==> src/rtl/synth_cfg_pkg.sv <==
package synth_cfg_pkg;

  localparam int DATA_W  = 20;
  localparam int ADDR_W  = 4;
  localparam int FRAME_W = DATA_W + ADDR_W;
  localparam int NUM_W   = 18;
  localparam int INT_W   = 15;
  localparam int CP1_W   = 4;
  localparam int RDIV_W  = 8;
  localparam int FAST_W  = 13;
  localparam int CP2_W   = 3;
  localparam int N_GROUPS = 4;

  typedef enum logic [ADDR_W-1:0] {
    ADR_NUM  = 4'd1,
    ADR_INT  = 4'd2,
    ADR_DIV  = 4'd3,
    ADR_FAST = 4'd4
  } cfg_addr_e;

  typedef struct packed {
    logic              tristate;
    logic              dither;
    logic [1:0]        ld_win;
    logic              ld_analog;
    logic              cp_inv;
    logic [1:0]        presc;
    logic [RDIV_W-1:0] ref_div;
  } div_cfg_t;

  typedef struct packed {
    logic              en;
    logic [CP2_W-1:0]  cp;
    logic [FAST_W-1:0] count;
  } fast_cfg_t;

  localparam int DIV_CFG_W  = $bits(div_cfg_t);
  localparam int FAST_CFG_W = $bits(fast_cfg_t);

  function automatic logic [DATA_W-1:0] frame_data(input logic [FRAME_W-1:0] f);
    return f[FRAME_W-1:ADDR_W];
  endfunction

  function automatic logic [ADDR_W-1:0] frame_addr(input logic [FRAME_W-1:0] f);
    return f[ADDR_W-1:0];
  endfunction

  function automatic logic [NUM_W-1:0] get_num(input logic [DATA_W-1:0] d);
    return d[NUM_W-1:0];
  endfunction

  function automatic logic [INT_W-1:0] get_int(input logic [DATA_W-1:0] d);
    return d[INT_W-1:0];
  endfunction

  function automatic logic [CP1_W-1:0] get_cp1(input logic [DATA_W-1:0] d);
    return d[INT_W+CP1_W-1:INT_W];
  endfunction

  function automatic div_cfg_t get_div(input logic [DATA_W-1:0] d);
    return div_cfg_t'(d[DIV_CFG_W-1:0]);
  endfunction

  function automatic fast_cfg_t get_fast(input logic [DATA_W-1:0] d);
    return fast_cfg_t'(d[FAST_CFG_W-1:0]);
  endfunction

endpackage

==> src/rtl/synth_cfg_sync.sv <==
module synth_cfg_sync #(
  parameter int W      = 3,
  parameter int STAGES = 2
) (
  input  logic         clk_i,
  input  logic         rst_ni,
  input  logic [W-1:0] async_i,
  output logic [W-1:0] level_o
);

  logic [W-1:0] stage_q [STAGES];

  for (genvar s = 0; s < STAGES; s++) begin : g_stage
    if (s == 0) begin : g_first
      always_ff @(posedge clk_i or negedge rst_ni) begin
        if (!rst_ni) stage_q[s] <= '0;
        else         stage_q[s] <= async_i;
      end
    end else begin : g_next
      always_ff @(posedge clk_i or negedge rst_ni) begin
        if (!rst_ni) stage_q[s] <= '0;
        else         stage_q[s] <= stage_q[s-1];
      end
    end
  end

  assign level_o = stage_q[STAGES-1];

endmodule

==> src/rtl/synth_cfg_shifter.sv <==
module synth_cfg_shifter
  import synth_cfg_pkg::*;
(
  input  logic               clk_i,
  input  logic               rst_ni,
  input  logic               sclk_lvl_i,
  input  logic               sdata_lvl_i,
  input  logic               le_lvl_i,
  output logic [FRAME_W-1:0] frame_o,
  output logic               load_o
);

  logic               sclk_prev_q, le_prev_q;
  logic               sclk_rise, le_rise, shift_en;
  logic [FRAME_W-1:0] sr_q, cap_q;
  logic               load_q;

  assign sclk_rise = sclk_lvl_i & ~sclk_prev_q;
  assign le_rise   = le_lvl_i & ~le_prev_q;
  assign shift_en  = sclk_rise & ~le_lvl_i;

  always_ff @(posedge clk_i or negedge rst_ni) begin
    if (!rst_ni) begin
      sclk_prev_q <= 1'b0;
      le_prev_q   <= 1'b0;
      sr_q        <= '0;
      cap_q       <= '0;
      load_q      <= 1'b0;
    end else begin
      sclk_prev_q <= sclk_lvl_i;
      le_prev_q   <= le_lvl_i;
      if (shift_en) sr_q <= {sr_q[FRAME_W-2:0], sdata_lvl_i};
      if (le_rise)  cap_q <= sr_q;
      load_q <= le_rise;
    end
  end

  assign frame_o = cap_q;
  assign load_o  = load_q;

  // clock edges while the load strobe is high leave the shift register alone
  assert_no_shift_le_high_R2: assert property (@(posedge clk_i) disable iff (!rst_ni)
    (sclk_rise && le_lvl_i) |=> $stable(sr_q));

  // one apply per load-strobe rise
  assert_single_load_R4: assert property (@(posedge clk_i) disable iff (!rst_ni)
    load_q |=> !load_q);

endmodule

==> src/rtl/synth_cfg_regs.sv <==
module synth_cfg_regs
  import synth_cfg_pkg::*;
(
  input  logic               clk_i,
  input  logic               rst_ni,
  input  logic               load_i,
  input  logic [FRAME_W-1:0] frame_i,
  output logic [NUM_W-1:0]   num_o,
  output logic [INT_W-1:0]   int_o,
  output logic [CP1_W-1:0]   cp1_o,
  output div_cfg_t           div_o,
  output fast_cfg_t          fast_o,
  output logic               freq_chg_o
);

  logic [DATA_W-1:0]   data;
  logic [ADDR_W-1:0]   addr;
  logic [N_GROUPS-1:0] wr_sel;
  logic                wr_num, wr_int, wr_div, wr_fast, addr_bad;
  logic                unused_bits;

  assign data        = frame_data(frame_i);
  assign addr        = frame_addr(frame_i);
  assign unused_bits = data[DATA_W-1];

  for (genvar g = 0; g < N_GROUPS; g++) begin : g_dec
    assign wr_sel[g] = load_i && (addr == ADDR_W'(g + 1));
  end

  assign wr_num   = wr_sel[ADR_NUM - 1];
  assign wr_int   = wr_sel[ADR_INT - 1];
  assign wr_div   = wr_sel[ADR_DIV - 1];
  assign wr_fast  = wr_sel[ADR_FAST - 1];
  assign addr_bad = load_i && (wr_sel == '0);

  logic [NUM_W-1:0] num_sh_q, num_q;
  logic [INT_W-1:0] int_q;
  logic [CP1_W-1:0] cp1_q;
  div_cfg_t         div_q;
  fast_cfg_t        fast_q;
  logic             strobe_q;

  always_ff @(posedge clk_i or negedge rst_ni) begin
    if (!rst_ni) begin
      num_sh_q <= '0;
      num_q    <= '0;
      int_q    <= '0;
      cp1_q    <= '0;
      div_q    <= '0;
      fast_q   <= '0;
      strobe_q <= 1'b0;
    end else begin
      if (wr_num) num_sh_q <= get_num(data);
      if (wr_int) begin
        num_q <= num_sh_q;
        int_q <= get_int(data);
        cp1_q <= get_cp1(data);
      end
      if (wr_div)  div_q  <= get_div(data);
      if (wr_fast) fast_q <= get_fast(data);
      strobe_q <= wr_num | wr_int;
    end
  end

  assign num_o      = num_q;
  assign int_o      = int_q;
  assign cp1_o      = cp1_q;
  assign div_o      = div_q;
  assign fast_o     = fast_q;
  assign freq_chg_o = strobe_q;

  // the active numerator moves only as part of an integer commit
  assert_num_commit_R6: assert property (@(posedge clk_i) disable iff (!rst_ni)
    (num_q != $past(num_q)) |-> $past(wr_int));

  // a numerator-only frame leaves the active numerator in place
  assert_shadow_hold_R5: assert property (@(posedge clk_i) disable iff (!rst_ni)
    wr_num |=> $stable(num_q));

  // the divider group changes only after a frame addressed to it
  assert_div_owner_R4: assert property (@(posedge clk_i) disable iff (!rst_ni)
    (div_q != $past(div_q)) |-> $past(wr_div));

  // an unknown address touches nothing
  assert_bad_addr_R10: assert property (@(posedge clk_i) disable iff (!rst_ni)
    addr_bad |=> ($stable(num_sh_q) && $stable(num_q) && $stable(int_q) &&
                  $stable(cp1_q) && $stable(div_q) && $stable(fast_q) && !strobe_q));

  // the strobe lasts a single cycle
  assert_strobe_pulse_R9: assert property (@(posedge clk_i) disable iff (!rst_ni)
    strobe_q |=> !strobe_q);

endmodule

==> src/rtl/synth_cfg_port.sv <==
module synth_cfg_port
  import synth_cfg_pkg::*;
(
  input  logic              clk_i,
  input  logic              rst_ni,
  input  logic              ser_clk_i,
  input  logic              ser_data_i,
  input  logic              ser_le_i,
  output logic [NUM_W-1:0]  num_o,
  output logic [INT_W-1:0]  int_o,
  output logic [CP1_W-1:0]  cp_norm_o,
  output logic              cp_tristate_o,
  output logic              dither_o,
  output logic [1:0]        ld_window_o,
  output logic              ld_analog_o,
  output logic              cp_invert_o,
  output logic [1:0]        presc_o,
  output logic [RDIV_W-1:0] ref_div_o,
  output logic              fast_en_o,
  output logic [CP2_W-1:0]  cp_fast_o,
  output logic [FAST_W-1:0] fast_count_o,
  output logic              freq_chg_o
);

  localparam int N_SYNC = 3;

  logic [N_SYNC-1:0]  lvl;
  logic [FRAME_W-1:0] frame;
  logic               load;
  div_cfg_t           div_cfg;
  fast_cfg_t          fast_cfg;

  synth_cfg_sync #(.W(N_SYNC), .STAGES(2)) u_sync (
    .clk_i   (clk_i),
    .rst_ni  (rst_ni),
    .async_i ({ser_le_i, ser_data_i, ser_clk_i}),
    .level_o (lvl)
  );

  synth_cfg_shifter u_shift (
    .clk_i       (clk_i),
    .rst_ni      (rst_ni),
    .sclk_lvl_i  (lvl[0]),
    .sdata_lvl_i (lvl[1]),
    .le_lvl_i    (lvl[2]),
    .frame_o     (frame),
    .load_o      (load)
  );

  synth_cfg_regs u_regs (
    .clk_i      (clk_i),
    .rst_ni     (rst_ni),
    .load_i     (load),
    .frame_i    (frame),
    .num_o      (num_o),
    .int_o      (int_o),
    .cp1_o      (cp_norm_o),
    .div_o      (div_cfg),
    .fast_o     (fast_cfg),
    .freq_chg_o (freq_chg_o)
  );

  assign cp_tristate_o = div_cfg.tristate;
  assign dither_o      = div_cfg.dither;
  assign ld_window_o   = div_cfg.ld_win;
  assign ld_analog_o   = div_cfg.ld_analog;
  assign cp_invert_o   = div_cfg.cp_inv;
  assign presc_o       = div_cfg.presc;
  assign ref_div_o     = div_cfg.ref_div;
  assign fast_en_o     = fast_cfg.en;
  assign cp_fast_o     = fast_cfg.cp;
  assign fast_count_o  = fast_cfg.count;

endmodule

==> config.mk <==
export PLATFORM = sky130hd
export DESIGN_NAME = synth_cfg_port
export DESIGN_NICKNAME = d
export VERILOG_FILES = /design/src/rtl/synth_cfg_pkg.sv /design/src/rtl/synth_cfg_sync.sv /design/src/rtl/synth_cfg_shifter.sv /design/src/rtl/synth_cfg_regs.sv /design/src/rtl/synth_cfg_port.sv
export SDC_FILE = /design/constraint.sdc
export NUM_CORES = 1
export LEC_CHECK = 0
export BUFFER_PORTS_ARGS = -buffer_cell sky130_fd_sc_hd__buf_2
export CAP_MARGIN = 40
export CORE_MARGIN = 2
export CORE_UTILIZATION = 43
export CTS_BUF_LIST = sky130_fd_sc_hd__clkbuf_4 sky130_fd_sc_hd__clkbuf_8
export DETAILED_ROUTE_END_ITERATION = 8
export PLACE_DENSITY = 0.71
export SYNTH_ARGS = -nofsm -noshare
export SYNTH_HDL_FRONTEND = slang
export SYNTH_SLANG_ARGS = --single-unit
==> constraint.sdc <==
create_clock -name clk_i -period 2.2 [get_ports clk_i]
set_input_delay 0.44 -clock clk_i [delete_from_list [all_inputs] [get_ports clk_i]]
set_output_delay 0.44 -clock clk_i [all_outputs]
set_load 0.005 [all_outputs]
### Word-level counts from Yosys, hierarchy flattened

Cells that the tools add are included.

* equality and inequality tests: 4
* bitwise operators: 7
* reduce and logical (&&, ||, !) cells: 4

Operator list (count)
* == test 4 x 2 -> 1 bit, second input constant: 2
* == test 4 x 1 -> 1 bit, second input constant: 1
* == test 4 x 3 -> 1 bit, second input constant: 1
* logical AND 1 bit: 4
* bitwise AND 1 bit: 3
* NOT 1 bit: 3
* OR 1 bit: 1

* register bits after elaboration: 144
* input bits: 5
* output and inout bits: 71
* word-level logic and storage cells: 37

### Depth between registers and ports, before layout

* word-level depth: 3
* mapped depth: 5
* mapped depth without buffers: 3

### Cells and area by module

From an unflattened synthesis, not the netlist that was laid out.

* cell total of the unflattened synthesis: 307
* area, all modules: 5536.6 um^2

Modules (own cells, without submodules)
* synth_cfg_regs: times used 1, cells each 192, area an instance 3393.3 um^2, sequential area each 2227.1 um^2
* synth_cfg_shifter: times used 1, cells each 106, area an instance 1970.6 um^2, sequential area each 1276.2 um^2
* synth_cfg_sync: times used 1, cells each 9, area an instance 172.7 um^2, sequential area each 150.1 um^2

### Worst setup path before layout

OpenSTA, ideal clock, no wires.

* path type: flip-flop to flip-flop
* start point: register u_shift.cap_q[3], in the netlist u_shift.frame_o[3]
* end point: register u_regs.fast_q (netlist bit u_regs.fast_o[10])
* setup time: 0.125 ns
* arrival: 1.571 ns
* data required time: 2.075 ns
* path slack: 0.504 ns
* stages on the path, launching flop included: 5
* path buffers: 1
* period minus slack after synthesis: 1.696 ns
* path through: dfrtp_1 nand2b_4 nor4b_4 buf_2 mux2_2

* longest elaborated chain between the ends: 2

RTL lines
* from (decl): line synth_cfg_shifter.sv:15 `logic [FRAME_W-1:0] sr_q, cap_q;`
* from (signal assigned): line synth_cfg_shifter.sv:33 `if (le_rise) cap_q <= sr_q;`
* == test 4 x 3 -> 1 bit: line synth_cfg_regs.sv:27 `assign wr_sel[g] = load_i && (addr == ADDR_W'(g + 1));`
* logical AND 1 bit: line synth_cfg_regs.sv:27
* to (signal assigned): line synth_cfg_regs.sv:60 `if (wr_fast) fast_q <= get_fast(data);`
* to (decl): line synth_cfg_regs.sv:40 `fast_cfg_t fast_q;`

No other way between the ends.
A chain may end at the register's enable or synchronous reset.

### Final worst setup path

* start point: register u_shift.cap_q[3], in the netlist u_shift.frame_o[3]
* end point: register u_regs.num_sh_q[11]

* longest elaborated chain between the ends: 2

RTL lines
* == test 4 x 1 -> 1 bit: line synth_cfg_regs.sv:27
* logical AND 1 bit: line synth_cfg_regs.sv:27
* to (signal assigned): line synth_cfg_regs.sv:53 `if (wr_num) num_sh_q <= get_num(data);`
* to (decl): line synth_cfg_regs.sv:36 `logic [NUM_W-1:0] num_sh_q, num_q;`

No other way between the ends.

==> results by group <==
Worst setup path
  • Top fanout value on the critical path: 9
  • Slowest CP cell: or4b_1
  • Crit end category: register
  • Crit path required time: 2.51 ns
  • CP Data Arrival Time: 2.11 ns
  • Reg2Reg Setup Slack: 0.40 ns
  • Critical Path Source Type: register
  • Cell-by-cell trace of the critical path: nand2b_4 > or4b_1 > buf_4 > mux2_4
  • CP max stage delay: 0.59 ns
  • Critical path class: reg -> reg

Timing
  • Worst Clk Skew: 0.009829 ns
  • Tmin final: 1.796 ns
  • Worst-Margin Slew: 0.5202 ns
  • Final period util: 0.8165
  • Unrepaired setup endpoints after global routing: no
  • Relative slew slack: 0.6532
  • Achievable Freq: 556.7 MHz
  • Setup_tns: 0 ns
  • Final Hold Fails: 0
  • Setup ws final: 0.4038 ns
  • Fin. max-slew vios: 0
  • Setup violators final: 0
  • Hold slack: 0.1106 ns

CTS
  • Post-cts sizing count: 0
  • Clk_lat worst skew: 0.43 ns
  • # H-tree levels: 4
  • Hold buffers post-CTS: 1
  • Setup Fix Bufs, Post-CTS: 0
  • CTS Buffer Depth: 2
  • Worst-path clk slew: 0.07 ns
  • CTS tree: done
  • CTS buffer count: 17
  • Clock Root Buffer: clkbuf_8
  • Sink Count: 144

Floorplan
  • Ports: 76
  • Row Count: 40
  • Starting Density: 0.4409
  • Die Y: 115.2 um
  • Core area: 0.01206 mm2
  • Die area: 0.01327 mm2
  • Die Width: 115.2 um

Yosys
  • Yosys cell types: 15
  • Avg Cell Area, Syn: 17.73 um2
  • Sequential share of the synthesized area: 0.6776
  • Area contributors post-synth: dfrtp_1 68%, mux2_2 26%, mux2_4 2.5%
  • Cell taking the most area after synthesis: dfrtp_1
  • Mapped Nets: 305
  • Syn Std Cell Area: 0.005318 mm2
  • Synth Instances: 300
  • Ys Warns: 0
  • Top-area cell type share of the netlist area: 0.6776
  • FF+latch count, synth: 144

Placed design
  • Placed insts: 544
  • Placed cell area: 0.005977 mm2
  • Pre-CTS setup slack: 0.3989 ns
  • Hpwl dp: 6289 um
  • Placer Congestion: 0.7165
  • Port bufs: 75

Layout
  • FILL cells: 1001
  • Post-Route Utilization: 0.5271
  • Layout area overhead: 19.55%
  • Commonest cells after routing, fill and taps aside: 144 x dfrtp_1, 125 x mux2_2, 74 x buf_2, 20 x clkbuf_8, 13 x buf_4
  • Share of layout cells above drive strength 1: 0.6373
  • Nets@finish: 401
  • Antenna cells: 0
  • Most common cell after layout, fill and taps aside: dfrtp_1
  • Fin area: 0.006357 mm2
  • Finished Layout Cells: 576

Route
  • Met2 wire length: 4530 um
  • Remaining DRCs: 0
  • Post-DR vias/cell: 4.781
  • Routed length on met3: 309 um
  • Top sig layer: met4
  • Initial DRC count: 133
  • Final WL: 9222 um
  • DR pass1 iterations: 4
  • Remaining antenna violation count: 0
  • Routed len/inst: 16.01 um
  • Via count: 2754
  • M1 WL: 4170 um

Flow run
  • Max-Cap Viols: 0

Global route
  • All-Layer GR Usage: 0.1547
  • First-pass GRT wire length: 15350 um
  • Antenna violations before repair: 0
  • Vias in the first global route: 2896
  • Largest net degree at the start of global routing: 57
  • Total gr overflow: 0

Run status
  • Status: complete, no violations

Power
  • Power per cell area: 871.7 mW/mm2
  • Peak supply drop: 0.0003528 V
  • Pwr Total: 5.542 mW
  • Leak: 3.413 nW

Min path
  • Worst hold-check path type: in -> reg
layout make-up:
cell class | instances | area [um2] | area share
clock buffers | 21 | 282.8 | 0.04448
clock inverters | 10 | 87.58 | 0.01378
multi-input cells | 142 | 1644 | 0.2586
flip-flops and latches | 144 | 3603 | 0.5668
well taps | 168 | 210.2 | 0.03306
repair buffers | 91 | 529.3 | 0.08325
path summary, 6_finish.rpt:
path                                         start                  end  depth (start not counted)
worst max-delay path            u_shift.frame_o[3]  u_regs.num_sh_q[11]                          4
worst min-delay path                     ser_clk_i    u_sync.stage_q[3]                          1
max in group asynchronous                   rst_ni      u_regs.div_o[5]                          3
min in group asynchronous                   rst_ni     u_regs.div_o[14]                          2
worst max register to register  u_shift.frame_o[3]  u_regs.num_sh_q[11]                          4
worst min register to register   u_sync.stage_q[4]    u_sync.level_o[1]                          0
cells in the mapped netlist:
cell type,instances
mux2_2,125
buf_6,2
nor3b_1,1
nor4b_1,1
clkbuf_1,3
buf_4,2
nor2b_1,1
or4b_1,1
nand4bb_1,1
mux2_4,9
nand2b_4,1
nor4b_4,1
dfrtp_1,144
nand2b_1,1
buf_2,7
critical path, delay by kind of cell, from the launching register on:
kind	cells	cell delay, ns
and+or+nand+nor	2	0.75
buffers and inverters	1	0.25
DFF	1	0.37
muxes	1	0.30
flip-flops by register name, indices dropped and copies added (netlist names):
signal               flops
u_shift.frame_o         23
u_shift.sr_q            23
u_regs.num_o            18
u_regs.num_sh_q         18
u_regs.fast_o           17
u_regs.div_o            16
u_regs.int_o            15
u_regs.cp1_o             4
u_sync.level_o           3
u_sync.stage_q           3
u_regs.freq_chg_o        1
u_shift.le_prev_q        1
u_shift.load_o           1
u_shift.sclk_prev_q      1
cells by family after synthesis:
family | synth area share
simple gates | 0.01647
mux | 0.2901
flops | 0.6776
buf+inv | 0.01576
power by group:
| part | internal (mW) | switching, mW |
|---|---|---|
| Combinational | 0.324 | 0.223 |
| Clock | 0.979 | 0.930 |
| Sequential | 2.89 | 0.196 |
| Total | 4.19 | 1.35 |
layer usage:
layer  vias to the layer above  GRT usage
li1                       1255          -
met1                      1438     0.2023
met2                        47     0.2357
met3                        14    0.04902
met4                         0    0.07390
met5                         -          0
(Power assumes the default switching activity.)
